### config.mk
export PLATFORM = sky130hd
export DESIGN_NAME = wfr_framer
export DESIGN_NICKNAME = d
export VERILOG_FILES = /design/src/rtl/wfr_pkg.sv /design/src/rtl/wfr_window.sv /design/src/rtl/wfr_classify.sv /design/src/rtl/wfr_lock.sv /design/src/rtl/wfr_framer.sv
export SDC_FILE = /design/constraint.sdc
export NUM_CORES = 1
export LEC_CHECK = 0
export BUFFER_PORTS_ARGS = -buffer_cell sky130_fd_sc_hd__buf_2
export CORE_MARGIN = 4
export CORE_UTILIZATION = 51
export CTS_BUF_LIST = sky130_fd_sc_hd__clkbuf_16
export DETAILED_ROUTE_END_ITERATION = 8
export HOLD_SLACK_MARGIN = 0.02
export PLACE_DENSITY = 0.74
export SYNTH_ARGS = -nofsm -noshare
export SYNTH_HDL_FRONTEND = slang
export SYNTH_HIERARCHICAL = 1
export SYNTH_SLANG_ARGS = --single-unit
### constraint.sdc
create_clock -name clk -period 1 [get_ports clk]
set_input_delay 0.1 -clock clk [delete_from_list [all_inputs] [get_ports clk]]
set_output_delay 0.1 -clock clk [all_outputs]
set_load 0.005 [all_outputs]
### src/rtl/wfr_pkg.sv
package wfr_pkg;

  // Search state of the framer
  typedef enum logic {
    ST_HUNT = 1'b0,
    ST_LOCK = 1'b1
  } wfr_state_e;

endpackage

### src/rtl/wfr_window.sv
// Bit window plus boundary position tracker.
module wfr_window #(
  parameter int W    = 10,
  parameter int OFFW = 4
) (
  input  logic            clk,
  input  logic            rst_n,
  input  logic            bit_i,
  input  logic            slip_i,
  output logic [W-1:0]    win_o,
  output logic            edge_o,
  output logic [OFFW-1:0] off_o
);

  logic [W-1:0]    win_q, win_d;
  logic [OFFW-1:0] cnt_q, cnt_d;
  logic [OFFW-1:0] off_q, off_d;

  always_comb begin
    // Newest bit enters at the top, so the oldest ends in bit 0
    win_d = {bit_i, win_q[W-1:1]};
    cnt_d = (cnt_q == OFFW'(W-1)) ? '0 : cnt_q + 1'b1;
    off_d = off_q;
    if (slip_i) begin
      off_d = (off_q == OFFW'(W-1)) ? '0 : off_q + 1'b1;
    end
  end

  always_ff @(posedge clk or negedge rst_n) begin
    if (!rst_n) begin
      win_q <= '0;
      cnt_q <= '0;
      off_q <= '0;
    end else begin
      win_q <= win_d;
      cnt_q <= cnt_d;
      off_q <= off_d;
    end
  end

  assign win_o  = win_q;
  assign edge_o = (cnt_q == off_q);
  assign off_o  = off_q;


  slip_on_edge_chk: assert property (@(posedge clk) disable iff (!rst_n)
    slip_i |-> edge_o);


  slip_retest_chk: assert property (@(posedge clk) disable iff (!rst_n)
    slip_i |=> edge_o);

endmodule

### src/rtl/wfr_classify.sv
// Compares the window against both training words.
module wfr_classify #(
  parameter int           W     = 10,
  parameter logic [W-1:0] PAT_A = 10'h0AA,
  parameter logic [W-1:0] PAT_B = 10'h355
) (
  input  logic [W-1:0] win_i,
  output logic         hit_a_o,
  output logic         hit_b_o
);

  logic [W-1:0] eq_a;
  logic [W-1:0] eq_b;

  for (genvar i = 0; i < W; i++) begin : g_bit
    assign eq_a[i] = (win_i[i] == PAT_A[i]);
    assign eq_b[i] = (win_i[i] == PAT_B[i]);
  end

  assign hit_a_o = &eq_a;
  assign hit_b_o = &eq_b;

endmodule

### src/rtl/wfr_lock.sv
// Alternation counter and lock state.
module wfr_lock
  import wfr_pkg::*;
#(
  parameter int LOCKN = 4
) (
  input  logic clk,
  input  logic rst_n,
  input  logic edge_i,
  input  logic hit_a_i,
  input  logic hit_b_i,
  input  logic relock_i,
  output logic slip_o,
  output logic locked_o
);

  localparam int CW = $clog2(LOCKN + 1);

  wfr_state_e    st_q, st_d;
  logic [CW-1:0] run_q, run_d;
  logic          prev_b_q, prev_b_d;
  logic          good;
  logic          slip;

  always_comb begin
    st_d     = st_q;
    run_d    = run_q;
    prev_b_d = prev_b_q;
    slip     = 1'b0;
    good     = (hit_a_i || hit_b_i) && ((run_q == '0) || (hit_b_i != prev_b_q));
    if (relock_i) begin
      st_d  = ST_HUNT;
      run_d = '0;
    end else if ((st_q == ST_HUNT) && edge_i) begin
      if (good) begin
        prev_b_d = hit_b_i;
        if (run_q == CW'(LOCKN - 1)) begin
          st_d  = ST_LOCK;
          run_d = '0;
        end else begin
          run_d = run_q + 1'b1;
        end
      end else begin
        slip  = 1'b1;
        run_d = '0;
      end
    end
  end

  always_ff @(posedge clk or negedge rst_n) begin
    if (!rst_n) begin
      st_q     <= ST_HUNT;
      run_q    <= '0;
      prev_b_q <= 1'b0;
    end else begin
      st_q     <= st_d;
      run_q    <= run_d;
      prev_b_q <= prev_b_d;
    end
  end

  assign slip_o   = slip;
  assign locked_o = (st_q == ST_LOCK);


  lock_on_match_chk: assert property (@(posedge clk) disable iff (!rst_n)
    $rose(locked_o) |-> $past(edge_i && (hit_a_i || hit_b_i)));

endmodule

### src/rtl/wfr_framer.sv
// Top level: reset release, datapath wiring and output register.
module wfr_framer #(
  parameter int           W     = 10,
  parameter int           LOCKN = 4,
  parameter logic [W-1:0] PAT_A = 10'h0AA,
  parameter logic [W-1:0] PAT_B = 10'h355
) (
  input  logic         clk,
  input  logic         rst_n,
  input  logic         rx_bit,
  input  logic         relock,
  output logic [W-1:0] word_out,
  output logic         word_valid,
  output logic         locked
);

  localparam int OFFW = (W > 1) ? $clog2(W) : 1;
  localparam int GW   = $clog2(W + 1);

  // Asynchronous assertion, synchronous release
  logic [1:0] rst_sync_q;
  logic       rst_i_n;

  always_ff @(posedge clk or negedge rst_n) begin
    if (!rst_n) begin
      rst_sync_q <= 2'b00;
    end else begin
      rst_sync_q <= {rst_sync_q[0], 1'b1};
    end
  end

  assign rst_i_n = rst_sync_q[1];

  logic [W-1:0]    win;
  logic            bnd;
  logic [OFFW-1:0] cand_off;
  logic            hit_a, hit_b;
  logic            slip;
  logic            lock_st;

  wfr_window #(.W(W), .OFFW(OFFW)) u_window (
    .clk    (clk),
    .rst_n  (rst_i_n),
    .bit_i  (rx_bit),
    .slip_i (slip),
    .win_o  (win),
    .edge_o (bnd),
    .off_o  (cand_off)
  );

  wfr_classify #(.W(W), .PAT_A(PAT_A), .PAT_B(PAT_B)) u_classify (
    .win_i   (win),
    .hit_a_o (hit_a),
    .hit_b_o (hit_b)
  );

  wfr_lock #(.LOCKN(LOCKN)) u_lock (
    .clk      (clk),
    .rst_n    (rst_i_n),
    .edge_i   (bnd),
    .hit_a_i  (hit_a),
    .hit_b_i  (hit_b),
    .relock_i (relock),
    .slip_o   (slip),
    .locked_o (lock_st)
  );

  logic [W-1:0] wo_q, wo_d;
  logic         wv_q, wv_d;
  logic         wo_en;

  always_comb begin
    wv_d  = bnd && lock_st && !relock;
    wo_en = wv_d;
    wo_d  = win;
  end

  always_ff @(posedge clk or negedge rst_i_n) begin
    if (!rst_i_n) begin
      wo_q <= '0;
      wv_q <= 1'b0;
    end else begin
      wv_q <= wv_d;
      if (wo_en) begin
        wo_q <= wo_d;
      end
    end
  end

  assign word_out   = wo_q;
  assign word_valid = wv_q;
  assign locked     = lock_st;

  // Spacing monitor for the word strobe
  logic [GW-1:0] gap_q;
  logic          gap_arm_q;

  always_ff @(posedge clk or negedge rst_i_n) begin
    if (!rst_i_n) begin
      gap_q     <= '0;
      gap_arm_q <= 1'b0;
    end else begin
      if (word_valid) begin
        gap_q <= '0;
      end else if (gap_q != GW'(W)) begin
        gap_q <= gap_q + 1'b1;
      end
      if (word_valid) begin
        gap_arm_q <= 1'b1;
      end else if (!locked) begin
        gap_arm_q <= 1'b0;
      end
    end
  end


  word_gap_chk: assert property (@(posedge clk) disable iff (!rst_i_n)
    (word_valid && gap_arm_q) |-> (gap_q == GW'(W - 1)));


  offset_frozen_chk: assert property (@(posedge clk) disable iff (!rst_i_n)
    (locked && !relock) |=> $stable(cand_off));


  relock_drop_chk: assert property (@(posedge clk) disable iff (!rst_i_n)
    relock |=> (!locked && !word_valid));


  valid_needs_lock_chk: assert property (@(posedge clk) disable iff (!rst_i_n)
    word_valid |-> $past(locked));

endmodule

==> After elaboration in Yosys (flattened, before gate mapping) <==
Cells that the tools add are included.
{ "word_totals": {"reg_bits": 36, "in_bits": 4, "output_inout_bits": 12, "wordCells": 57} }
{ "op_classes": {"n_addsub": 3, "eq_ne": 5, "muxes": 13, "n_bitwise": 12, "n_reduce_logical": 15} }
{ "ops": {"columns": ["op", "count"], "rows": [
  ["10-bit AND reduction", 2],
  ["3-bit two-way mux", 4],
  ["1-bit NOT", 12],
  ["4-bit by 1-bit adder with 4-bit output, second input constant", 2],
  ["4-bit == test, second input constant", 2],
  ["4-bit two-way mux", 2],
  ["1-bit two-way mux", 7],
  ["3-bit AND reduction", 2],
  ["2-bit nonzero test", 3],
  ["4-bit == test", 1],
  ["1-bit logical AND", 4],
  ["3-bit by 1-bit adder with 3-bit output, second input constant", 1],
  ["3-bit by 2-bit == test with 1-bit output, second input constant", 1],
  ["3-bit zero test", 1],
  ["1-bit logical OR", 2],
  ["1-bit zero test", 1],
  ["1-bit != test", 1]
]} }

==> Depth between registers and ports, before layout <==
Gate-level depths: netlist of run 1.
{ "logic_depth": {"word_depth": 8, "depth_mapped": 8, "ltp_nobuf": 8} }

==> Modules after synthesis <==
The synthesis of run 1 kept the hierarchy.
{ "by_module_without_submodules": {"columns": ["module", "instances", "cells_per_inst", "area_per_inst_um2", "seq_area_each_um2"], "rows": [
  ["wfr_window", 1, 45, 640.6, 450.4],
  ["wfr_framer", 1, 27, 510.5, 325.3],
  ["wfr_lock", 1, 33, 334.1, 125.1],
  ["wfr_classify", 1, 6, 48.8, 0.0]
]} }

==> Worst setup path before layout of run 1 <==
No wires, ideal clock.
{ "synth_timing": {"path_kind": "register to register", "startpoint": "register u_window.win_q[1] (netlist: u_window/win_o[1])", "endpoint": "register u_window.off_q[3] (netlist: u_window/off_o[3])", "setup_time_ns": 0.120, "arrival_ns": 2.105, "required_time_ns": 0.880, "setup_slack_ns": -1.225, "stages_incl_launch_ff": 9, "n_path_buf": 0, "synth_period_minus_slack_ns": 2.225, "path_cell_list": "dfrtp_1 nand4bb_1 nor4_1 xor2_2 o22ai_1 and2_1 and4b_1 o21ai_0 nand2_1"} }
{ "synth_via": {"elab_chain_cells": 8, "word_cells_on_any_way": 10, "classes_between": "1 x eq/ne; 3 x mux; 1 x bitwise; 5 x reduce/logical"} }
{ "synth_rtl": {"columns": ["item", "line", "text"], "rows": [
  ["start, declared", "wfr_window.sv:15", "logic [W-1:0] win_q, win_d;"],
  ["start signal, assigned", "wfr_window.sv:35", "win_q <= win_d;"],
  ["1-bit NOT (*)", "wfr_classify.sv:17", "assign eq_b[i] = (win_i[i] == PAT_B[i]);"],
  ["10-bit AND reduction (*)", "wfr_classify.sv:21", "assign hit_b_o = &eq_b;"],
  ["via hit_b", "wfr_framer.sv:37", "logic hit_a, hit_b;"],
  ["1-bit != test", "wfr_lock.sv:30", "good = (hit_a_i || hit_b_i) && ((run_q == '0) || (hit_b_i != prev_b_q));"],
  ["1-bit logical OR", "wfr_lock.sv:30", null],
  ["1-bit logical AND (*)", "wfr_lock.sv:30", null],
  ["1-bit two-way mux (*)", "wfr_lock.sv:35", "if (good) begin"],
  ["1-bit two-way mux (*)", "wfr_lock.sv:34", "end else if ((st_q == ST_HUNT) && edge_i) begin"],
  ["1-bit two-way mux (*)", "wfr_lock.sv:31", "if (relock_i) begin"],
  ["via slip", "wfr_framer.sv:38", "logic slip;"],
  ["end signal, assigned", "wfr_window.sv:33", "off_q <= '0;"],
  ["end signal, assigned", "wfr_window.sv:37", "off_q <= off_d;"],
  ["end, declared", "wfr_window.sv:17", "logic [OFFW-1:0] off_q, off_d;"]
]} }
Mark *: on every way through the listed nets, which the timed path passes. The rest lies on a longest branch.
A chain may end at the register's enable or synchronous reset.

==> Worst setup path after layout of run 1 <==
{ "layout_timing": {"startpoint": "register u_window.win_q[4] (netlist: u_window/win_o[4])", "endpoint": "register u_window.off_q[3] (netlist: u_window/off_o[3])"} }
{ "layout_via": {"elab_chain_cells": 7, "word_cells_on_any_way": 10, "classes_between": "1 x eq/ne; 3 x mux; 1 x bitwise; 5 x reduce/logical"} }
{ "layout_rtl": {"columns": ["item", "line", "text"], "rows": [
  ["1-bit NOT", "wfr_classify.sv:16", "assign eq_a[i] = (win_i[i] == PAT_A[i]);"],
  ["10-bit AND reduction", "wfr_classify.sv:20", "assign hit_a_o = &eq_a;"],
  ["via hit_a", "wfr_framer.sv:37", null],
  ["1-bit logical OR", "wfr_lock.sv:30", null],
  ["1-bit logical AND", "wfr_lock.sv:30", null],
  ["1-bit two-way mux", "wfr_lock.sv:35", null],
  ["1-bit two-way mux", "wfr_lock.sv:34", null],
  ["1-bit two-way mux", "wfr_lock.sv:31", null],
  ["via slip", "wfr_framer.sv:38", null]
]} }
The timed path passes the listed nets, and every way through them passes these cells.

==> flow_summary.json, run 1 <==
{
  "diodes": 0,
  "core-area_sq_um": 2805,
  "clkSinkCount": 36,
  "grt_pass1_vias": 1255,
  "ys_warn_count": 6,
  "rsz0062_at_grt": "true",
  "synth.cell_area_sq_um": 1534,
  "remaining_drc_errors": 0,
  "cts_buffer_depth": 2,
  "synth_area_per_cell_sq_um": 13.82,
  "critical-path-top-delay-family": "simple AND/OR/NAND/NOR gates",
  "synth-main-ff-cell": "dfrtp_1",
  "initial_core_util_pct": 54.68,
  "dieHeight_um": 62.85,
  "antenna_found_initial": 0,
  "clock-root-buffer": "clkbuf_16",
  "synth_cell_types": 40,
  "layout.nets": 175,
  "slowest_delay_ns": 0.40,
  "finalInstanceArea_sq_um": 2236,
  "critPathLaunchType": "flip-flop",
  "synth_cells": 111,
  "violations": "negative setup slack",
  "regToRegSetupSlack_ns": -0.85,
  "fillers": 174,
  "place.gp.congestion": 0.7418,
  "crit_required_ns": 1.17,
  "cp_num_buf_inv": 1,
  "avgRoutedWirePerCell_um": 18.06,
  "place_area_sq_um": 1907,
  "synth_top_family_by_area": "simple AND/OR/NAND/NOR gates",
  "clkTransAtPathRegs_ns": 0.06,
  "p_leak_nw": 1.122,
  "first_pass_iters": 4,
  "dp_slack_ns": -0.8615,
  "vias_per_cell": 5.333,
  "ir_worst_vdd_mv": 1.552,
  "worst_slack_ns": -0.8540,
  "grt-ovfl-total": 0,
  "synth_fa_ha_area_share_pct": 1.631,
  "fin_crit_ns": 1.854,
  "drv_cap": 0,
  "wl_met2_um": 1947,
  "area_delta_synth_final_pct": 45.76,
  "m1WireLength_um": 1464,
  "grt_usage_pct": 21.14,
  "drv_slew": 0,
  "synthSimpleGateAreaFrac_pct": 12.97,
  "synth_xor_area_share_pct": 5.057,
  "setup_viol": 22,
  "postRouteWirelength_um": 3630,
  "grt_max_degree": 35,
  "cts_max_level": 2,
  "async_flop_share_pct": 100.0,
  "clkLatencyLatePin_ns": 0.28,
  "hold_viol": 0,
  "r2r-start": "u_window/win_o[4]",
  "path_cells": "buf_4 > nor4_2 > and4_1 > o22ai_2 > and2_4 > and4b_1 > o21ai_1 > nand2_1",
  "critPathArrivalTime_ns": 2.02,
  "antenna_left": 0,
  "hold_path_class": "in2async",
  "yosys_register_bits": 36,
  "routed.top_layer": "met4",
  "timing.rr.end": "u_window/off_o[3]",
  "dieArea_sq_um": 3949,
  "final.setup.tns_ns": -14.99,
  "first_iter_violations": 76,
  "utilization_pct": 79.71,
  "ys_seq_area_share_pct": 58.73,
  "drive_gt1_share_pct": 55.29,
  "critical_path_class": "reg2reg",
  "grt_pass1_wl_um": 6292,
  "rows": 19,
  "slowest_stage": "dfrtp_1",
  "vias": 1072,
  "hold_ws_ns": 0.1361,
  "wl_met3_um": 115,
  "clock_skew_ns": 0.004440,
  "cts_tree": "done",
  "synth_compound_area_share_pct": 7.504,
  "pin_count": 16,
  "synth_nets": 117,
  "dp_hpwl_um": 2138,
  "cp-end-kind": "flip-flop",
  "cts_buffers": 5,
  "port_buffers": 15,
  "fin_crit_sh_pct": 185.4,
  "die_w_um": 62.85,
  "max_freq_ghz": 0.5394,
  "status": "finished with violations",
  "path_max_fanout": 4,
  "rr_worst_depth": 8,
  "synth_mux_area_share_pct": 10.93,
  "p_per_area_nw_per_um2": 2027,
  "synth-edff-count": 0
}
-- cell families (layout without fill, tap and decap cells) --
family,after synthesis,after routing
compound gates,15,15
other cells,1,1
xor+xnor,8,8
fa+ha+maj,2,2
buf+inv,10,69
simple gates,27,27
flops,36,36
mux,12,12
-- worst max-delay path by stage --
| stage | from | end | slack, ns | depth (start not counted) |
|---|---|---|---|---|
| after CTS | u_window/win_o[1] | u_window/off_o[3] | -0.83 | 8 |
| after global placement | u_window/win_o[1] | u_window/off_o[3] | -0.79 | 8 |
| final | u_window/win_o[4] | u_window/off_o[3] | -0.85 | 8 |
| after floorplan | u_window/win_o[1] | u_window/off_o[3] | -0.83 | 8 |
| after global routing | u_window/win_o[1] | u_window/off_o[3] | -0.95 | 8 |
| after detailed placement | u_window/win_o[6] | u_window/off_o[3] | -0.86 | 8 |
-- through the flow --
| stage | power (mW) | instances |
|---|---|---|
| after floorplan | 2.144 | 111 |
| after global placement | 2.502 | 186 |
| after detailed placement | 2.563 | 186 |
| after CTS | 4.543 | 201 |
| after global routing | 4.761 | 201 |
| final | 4.532 | 201 |
-- layout by cell type (no fill, tap or decap), drive strengths merged, types with 2 or more instances in the layout --
cell	Yosys	routed
dlygate4sd3	0	2
ha	2	2
o221ai	3	3
inv	9	9
mux2	11	11
o21ai	4	4
nand2b	2	2
xor2	6	6
clkbuf	0	5
xnor2	2	2
nand2	5	5
nand3b	3	3
a22o	2	2
dfrtp	36	36
nor2b	2	2
a21oi	2	2
buf	1	50
nor4	3	3
-- metal layers --
| layer | vias up | track usage [%] |
|---|---|---|
| met5 | - | 0 |
| met4 | 0 | 8.540 |
| met3 | 9 | 5.216 |
| met2 | 24 | 37.82 |
| met1 | 538 | 24.00 |
| li1 | 501 | - |
-- power breakdown --
| group | leakage [nW] | internal (mW) | switching [mW] |
|---|---|---|---|
| clock | 0.0798 | 1.17 | 0.599 |
| combinational | 0.585 | 0.591 | 0.509 |
| sequential | 0.458 | 1.57 | 0.0930 |
-- flip-flops by register name, indices dropped and copies added, names as in the netlist --
name             cells
u_window/cnt_q       4
u_lock/locked_o      1
rst_sync_q           2
u_lock/prev_b_q      1
word_out            10
u_window/off_o       4
u_window/win_o      10
word_valid           1
u_lock/run_q         3
-- what timing repair did --
action,in CTS,in global routing
gates cloned,0,0
buffers inserted,7,2
pin swaps,8,2
gates resized for setup,16,9
hold endpoints to repair,3,0
hold buffers,2,0
endpoints found under the setup margin,23,23
-- Yosys cell counts, drive strengths merged (2+ instances only) --
master,n,area (sq um)
ha,2,25.02
mux2,11,157.7
nor4,3,25.02
nand2b,2,12.51
xnor2,2,17.52
dfrtp,36,900.9
nor2b,2,12.51
nand3b,3,35.03
xor2,6,60.06
a21oi,2,10.01
o221ai,3,26.28
inv,9,33.78
a22o,2,20.02
o21ai,4,20.01
nand2,5,21.27
-- final cells by class --
cell class / count / area, sq um / share of cell area (%)
sequential: 36 / 903.4 / 40.40
multi-input combinational: 65 / 704.4 / 31.51
timing repair buffer: 52 / 385.4 / 17.24
clock buffer: 5 / 125.1 / 5.596
clock inverter: 3 / 42.54 / 1.903
tap: 31 / 38.79 / 1.735
inverter: 9 / 36.28 / 1.623
No activity file was read; power rests on OpenSTA's default activity.
==> run 2: changes to the inputs <==
Settings changed: ABC_AREA set to 1.
==> run 2 against run 1 <==
  * The flow still finishes with violations (negative setup slack)
  * Register-to-register slack worse by 0.08 ns
  * Critical path depth up 2
  * Via count up 55%
  * Highest routed layer unchanged
==> flow_summary.json, run 2 <==
{
  "path_cells": "nand2_2 > nand4_1 > nor2_4 > nand2_4 > nor2_4 > a21boi_4 > buf_4 > buf_4 > buf_4 > xor2_1",
  "utilization_pct": 87.24,
  "final.setup.tns_ns": -11.80,
  "slowest_delay_ns": 0.43,
  "dp_slack_ns": -0.6896,
  "grt-ovfl-total": 0,
  "hold_viol": 0,
  "synth.cell_area_sq_um": 1573,
  "hold_path_class": "in2async",
  "synth_fa_ha_area_share_pct": 1.591,
  "place.gp.congestion": 0.7807,
  "synth_area_leaders": "dfrtp_1 57%, nand2_1 11%, nand4_1 6.0%",
  "cts_max_level": 2,
  "clock_skew_ns": 0.007863,
  "fillers": 132,
  "pwr-share-comb_pct": 22.9,
  "wl_met2_um": 2645,
  "crit_required_ns": 1.20,
  "cp_common_cell": "buf_4",
  "cts_buffers": 5,
  "worst_slack_ns": -0.9321,
  "seqPwrFrac_pct": 37.6,
  "max_freq_ghz": 0.5176,
  "synth_cells": 169,
  "synth_top_cell_by_area": "dfrtp_1",
  "critical_path_class": "reg2reg",
  "switchingPower_mw": 1.284,
  "dp.cells": 243,
  "cts_buffer_depth": 2,
  "m1WireLength_um": 1897,
  "grt_usage_pct": 24.53,
  "status": "finished with violations",
  "core-area_sq_um": 2853,
  "fin_total_pwr_mw": 4.517,
  "instances_no_fill": 277,
  "dp_hpwl_um": 2365,
  "first_pass_iters": 5,
  "finalInstanceArea_sq_um": 2489,
  "synth_mux_area_share_pct": 0,
  "p_per_area_nw_per_um2": 1815,
  "synth-main-ff-cell": "dfrtp_1",
  "setup_viol": 23,
  "async_flop_share_pct": 100.0,
  "cp-end-kind": "flip-flop",
  "pin_count": 16,
  "hold_ws_ns": 0.1288,
  "power_frac_clock_pct": 39.5,
  "critPathArrivalTime_ns": 2.13,
  "p_sw_share_pct": 28.43,
  "ys_seq_area_share_pct": 57.28,
  "vias": 1657,
  "dieArea_sq_um": 4036,
  "yosysMostFrequentCell": "nand2_1",
  "synth_compound_area_share_pct": 3.819,
  "avgRoutedWirePerCell_um": 19.20,
  "die_w_um": 63.53,
  "drv_slew": 0,
  "diodes": 0,
  "first_iter_violations": 201,
  "wl_met3_um": 449,
  "synth_xor_area_share_pct": 2.228,
  "synth_nets": 175,
  "dieHeight_um": 63.53,
  "rows": 19,
  "vias_per_cell": 5.982,
  "synth_top_family_by_area": "simple AND/OR/NAND/NOR gates",
  "place_area_sq_um": 1948,
  "clock-root-buffer": "clkbuf_16",
  "port_buffers": 15,
  "clkSinkCount": 36,
  "layout.nets": 251,
  "ir_worst_vdd_mv": 1.430,
  "clkTransAtPathRegs_ns": 0.06,
  "synth_cell_types": 25,
  "antenna_found_initial": 0,
  "synth_common_cells": "44 x nand2_1, 36 x dfrtp_1, 17 x nor2_1",
  "path_max_fanout": 3,
  "postRouteWirelength_um": 5319,
  "yosys_register_bits": 36,
  "p_leak_nw": 1.243,
  "synth-edff-count": 0,
  "synth_top_area_share_pct": 57.28,
  "final_common_cell": "buf_4",
  "critical-path-top-delay-family": "simple AND/OR/NAND/NOR gates",
  "critPathLaunchType": "flip-flop",
  "fin_crit_ns": 1.932,
  "area_delta_synth_final_pct": 58.23,
  "routed.top_layer": "met4",
  "cts_tree": "done",
  "grt_max_degree": 15,
  "slowest_stage": "dfrtp_1",
  "synthSimpleGateAreaFrac_pct": 27.45,
  "ys_warn_count": 6,
  "cp_num_buf_inv": 3,
  "remaining_drc_errors": 0,
  "p_int_mw": 3.233,
  "grt_pass1_vias": 1572,
  "fin_crit_sh_pct": 193.2,
  "synth_area_per_cell_sq_um": 9.306,
  "initial_core_util_pct": 55.13,
  "clkLatencyLatePin_ns": 0.29,
  "antenna_left": 0,
  "layout_common_cells": "47 x buf_4, 35 x nand2_1, 34 x dfrtp_1",
  "rsz0062_at_grt": "true",
  "drive_gt1_share_pct": 48.78,
  "drv_cap": 0,
  "violations": "negative setup slack",
  "grt_pass1_wl_um": 7403
}
[run 2: cell types whose count changed in the layout (fill, tap and decap cells not counted), sizes merged, moves of 8 or more]
cell,before,now
buf,50,72
inv,9,17
mux2,11,0
nand2,5,46
nand3,1,10
nand4,1,15
nor2,0,19
[run 2: power groups by stage]
stage / Combinational [mW] / Sequential [mW] / Clock, mW
after CTS: 0.869 / 1.67 / 1.78
after global placement: 0.711 / 1.68 / 0
final: 1.03 / 1.70 / 1.78
after detailed placement: 0.735 / 1.70 / 0
after global routing: 1.08 / 1.71 / 1.89
after floorplan: 0.435 / 1.69 / 0
[run 2: cell type report]
cell class | instances | area [sq um] | area share [%]
clock inverter | 3 | 42.54 | 1.709
tap | 31 | 38.79 | 1.559
clock buffer | 5 | 125.1 | 5.028
multi-input combinational | 111 | 721.9 | 29.01
inverter | 17 | 63.81 | 2.564
timing repair buffer | 74 | 593.1 | 23.83
sequential | 36 | 903.4 | 36.30
[run 2: path summary, 6_finish.rpt]
| check | end | cells after the start | slack (ns) | from |
|---|---|---|---|---|
| min reg2reg | u_lock/run_q[1] | 0 | 0.14 | rst_sync_q[1] |
| max | u_window/off_o[0] | 10 | -0.93 | u_window/off_o[3] |
| max reg2reg | u_window/off_o[0] | 10 | -0.93 | u_window/off_o[3] |
| min in group clk | u_lock/locked_o | 3 | 0.14 | relock |
| max in group asynchronous | u_window/cnt_q[0] | 1 | 0.50 | rst_sync_q[1] |
| min | rst_sync_q[0] | 2 | 0.13 | rst_n |
[run 2: timing repair]
item / CTS / global route
endpoints found under the setup margin: 22 / 23
pin swaps: 6 / 22
endpoints found under the hold margin: 3 / 0
gates resized for setup: 12 / 32
buffers inserted: 16 / 10
gates cloned: 1 / 0
hold buffers: 2 / 0
[run 2: cell families after synthesis]
group,Yosys count
and+or+nand+nor,92
AOI/OAI and AO/OA,11
adders and majority gates,2
DFF,36
other,1
buffers and inverters,23
xor gates and xnor gates,4
[run 2: routing by layer]
| metal | GRT usage, % | up-vias |
|---|---|---|
| met1 | 24.63 | 803 |
| met2 | 42.63 | 126 |
| met3 | 8.703 | 35 |
| met5 | 0 | - |
| met4 | 15.63 | 0 |
| li1 | - | 693 |
[run 2: worst reg2reg max path, delay by kind of cell (launching register included)]
family	cells	cell delay, ns
flops	1	0.43
buf+inv	3	0.34
xor+xnor	1	0.18
simple gates	5	0.67
compound gates	1	0.24
==> run 3: changes to the inputs <==
Settings changed: SYNTH_HIERARCHICAL 1 to unset.
==> run 3 against run 2 <==
  * The run still ends with negative setup slack left
  * Combinational power decreased by 7%
  * Register-to-register slack improved by 0.48 ns
  * Via count decreased by 19%
  * Clock power decreased by 20%
  * First-iteration DRC count decreased by 82%
  * Utilization decreased by 7.0 points
  * Cell count decreased by 5.1%
  * Maximum frequency increased by 33%
==> flow_summary.json, run 3 <==
{
  "grt_use_met1_pct": 21.98,
  "synth_fa_ha_area_share_pct": 1.585,
  "yosysMostFrequentCell": "nand2_1",
  "final.setup.tns_ns": -7.471,
  "vias_per_cell": 5.129,
  "cts_tree": "done",
  "place.gp.congestion": 0.8273,
  "layout.nets": 237,
  "vias": 1349,
  "seqPwrFrac_pct": 40.8,
  "clkSinkCount": 36,
  "p_int_mw": 2.879,
  "p_sw_share_pct": 28.83,
  "clkLatencyLatePin_ns": 0.28,
  "pwr-share-comb_pct": 23.8,
  "area_delta_synth_final_pct": 45.01,
  "ir_worst_vdd_mv": 1.148,
  "r2r-start": "u_window.off_o[3]",
  "fin_crit_sh_pct": 145.3,
  "synth-edff-count": 0,
  "cts_max_level": 2,
  "synth_top_family_by_area": "simple AND/OR/NAND/NOR gates",
  "hold_path_class": "in2async",
  "crit_required_ns": 1.16,
  "synth_mux_area_share_pct": 0,
  "violations": "negative setup slack",
  "first_pass_iters": 6,
  "rr_worst_depth": 9,
  "die_w_um": 63.64,
  "drv_slew": 0,
  "async_flop_share_pct": 100.0,
  "pin_count": 16,
  "antenna_found_initial": 0,
  "p_per_area_nw_per_um2": 1767,
  "layout_common_cells": "40 x nand2_1, 35 x buf_4, 35 x dfrtp_1",
  "critPathLaunchType": "flip-flop",
  "cp-end-kind": "flip-flop",
  "synth_xor_area_share_pct": 1.664,
  "dp_slack_ns": -0.3523,
  "grt_pass1_wl_um": 6237,
  "first_iter_violations": 37,
  "drive_gt1_share_pct": 45.69,
  "critical_path_class": "reg2reg",
  "synth_top_area_share_pct": 57.05,
  "synth_cells": 167,
  "critPathCapture": "u_window.off_o[2]",
  "switchingPower_mw": 1.166,
  "postRouteWirelength_um": 3774,
  "synth_nets": 173,
  "grt_max_degree": 35,
  "synth_common_cells": "52 x nand2_1, 36 x dfrtp_1, 16 x inv_1",
  "hold_viol": 0,
  "finalInstanceArea_sq_um": 2290,
  "cts_buffer_depth": 2,
  "initial_core_util_pct": 55.35,
  "cts_buffers": 5,
  "p_leak_nw": 1.204,
  "grtUsageMet2_pct": 34.55,
  "port_buffers": 15,
  "rows": 19,
  "dp_hpwl_um": 2273,
  "worst_slack_ns": -0.4525,
  "busiest_layer": "met2",
  "grt_pass1_vias": 1404,
  "path_max_fanout": 7,
  "timing.rr.end": "u_window.off_o[2]",
  "synth_compound_area_share_pct": 7.924,
  "clock-root-buffer": "clkbuf_16",
  "max_freq_ghz": 0.6885,
  "synth_area_per_cell_sq_um": 9.455,
  "diodes": 0,
  "grt_usage_pct": 20.48,
  "critPathArrivalTime_ns": 1.61,
  "clkTransAtPathRegs_ns": 0.05,
  "core-area_sq_um": 2853,
  "synth-main-ff-cell": "dfrtp_1",
  "place_area_sq_um": 1951,
  "regToRegSetupSlack_ns": -0.45,
  "synth.cell_area_sq_um": 1579,
  "ys_warn_count": 0,
  "fin_crit_ns": 1.453,
  "ys_seq_area_share_pct": 57.05,
  "antenna_left": 0,
  "setup_viol": 23,
  "synthSimpleGateAreaFrac_pct": 26.31,
  "final_common_cell": "nand2_1",
  "dieHeight_um": 63.64,
  "grt-ovfl-total": 0,
  "yosys_register_bits": 36,
  "remaining_drc_errors": 0,
  "crit_path_start": "u_window.off_o[3]",
  "synth_area_leaders": "dfrtp_1 57%, nand2_1 12%, inv_1 3.8%",
  "synth_top_cell_by_area": "dfrtp_1",
  "use_met3_pct": 6.750,
  "drv_cap": 0,
  "synth_cell_types": 26,
  "power_frac_clock_pct": 35.5,
  "clock_skew_ns": 0.003654,
  "rsz0062_at_grt": "true",
  "avgRoutedWirePerCell_um": 14.35,
  "dieArea_sq_um": 4050,
  "status": "finished with violations"
}
## run 3: cell count changes in the layout (fill, tap and decap cells not counted), moves of 5 or more
cell / delta
buf_4: -12
nand2_1: +5
nand4_1: -15
o21ai_2: +6
## run 3: final cells by class
class	count	area (sq um)
clock buffers	5	125.1
multi-input cells	111	689.4
clock inverters	3	11.26
well taps	31	38.79
repair buffers	58	449.2
flip-flops and latches	36	902.1
inverters	19	73.82
fillers	166	563.0
## run 3: how the worst min path moves through the flow
stage | from | slack [ns] | cells past startpoint | to
after floorplan | rst_n | -0.20 | 0 | rst_sync_q[0]
after global placement | rst_n | -0.12 | 1 | rst_sync_q[0]
after detailed placement | rst_n | -0.11 | 1 | rst_sync_q[0]
after CTS | rst_n | 0.13 | 2 | rst_sync_q[0]
after global routing | rst_n | 0.17 | 2 | rst_sync_q[1]
final | rst_n | 0.15 | 2 | rst_sync_q[0]
## run 3: timing repair
item / CTS / global route
setup endpoints to repair: 22 / 24
setup buffers: 5 / 5
hold endpoints to repair: 3 / 0
pin swaps: 5 / 10
gates resized for setup: 24 / 16
hold buffers: 2 / 0
## run 3: per-stage QoR
stage	util (%)	std cells	total power [mW]	hold WS, ns
floorplan	-	167	2.124	-0.1956
global placement	68.38	243	2.431	-0.1154
detailed placement	68.38	243	2.464	-0.1121
CTS	77.41	258	3.934	0.1339
global route	80.26	263	4.250	0.1723
finish	80.26	263	4.045	0.1481
## run 3: logic make-up (layout without fill, tap and decap cells)
| logic type | Yosys count | in the layout |
|---|---|---|
| adders and majority gates | 2 | 2 |
| DFF | 36 | 36 |
| buffers and inverters | 20 | 85 |
| xor gates and xnor gates | 3 | 3 |
| AOI/OAI and AO/OA | 22 | 22 |
| and+or+nand+nor | 83 | 83 |
| other | 1 | 1 |
## run 3: routing by layer
layer | share of wire (%) | vias to the layer above
met5 | 0 | -
met1 | 40 | 639
li1 | - | 652
met3 | 4.8 | 16
met4 | 4.3 | 0
met2 | 51 | 42
## run 3: power groups by stage
stage               clock network (mW)  registers [mW]  logic [mW]
finish                            1.43            1.65       0.962
global route                      1.54            1.65        1.06
CTS                               1.46            1.64       0.833
detailed placement                   0            1.66       0.801
global placement                     0            1.66       0.774
floorplan                            0            1.68       0.444
## run 3: critical path, cell delays in order, from the launching register on
cell,delay (ns)
dfrtp_1,0.43
inv_2,0.06
nand2_2,0.06
nand2_2,0.06
nor2_4,0.16
nand3_4,0.12
nor2_8,0.20
nand2_4,0.09
nand2_2,0.09
nand2_2,0.06
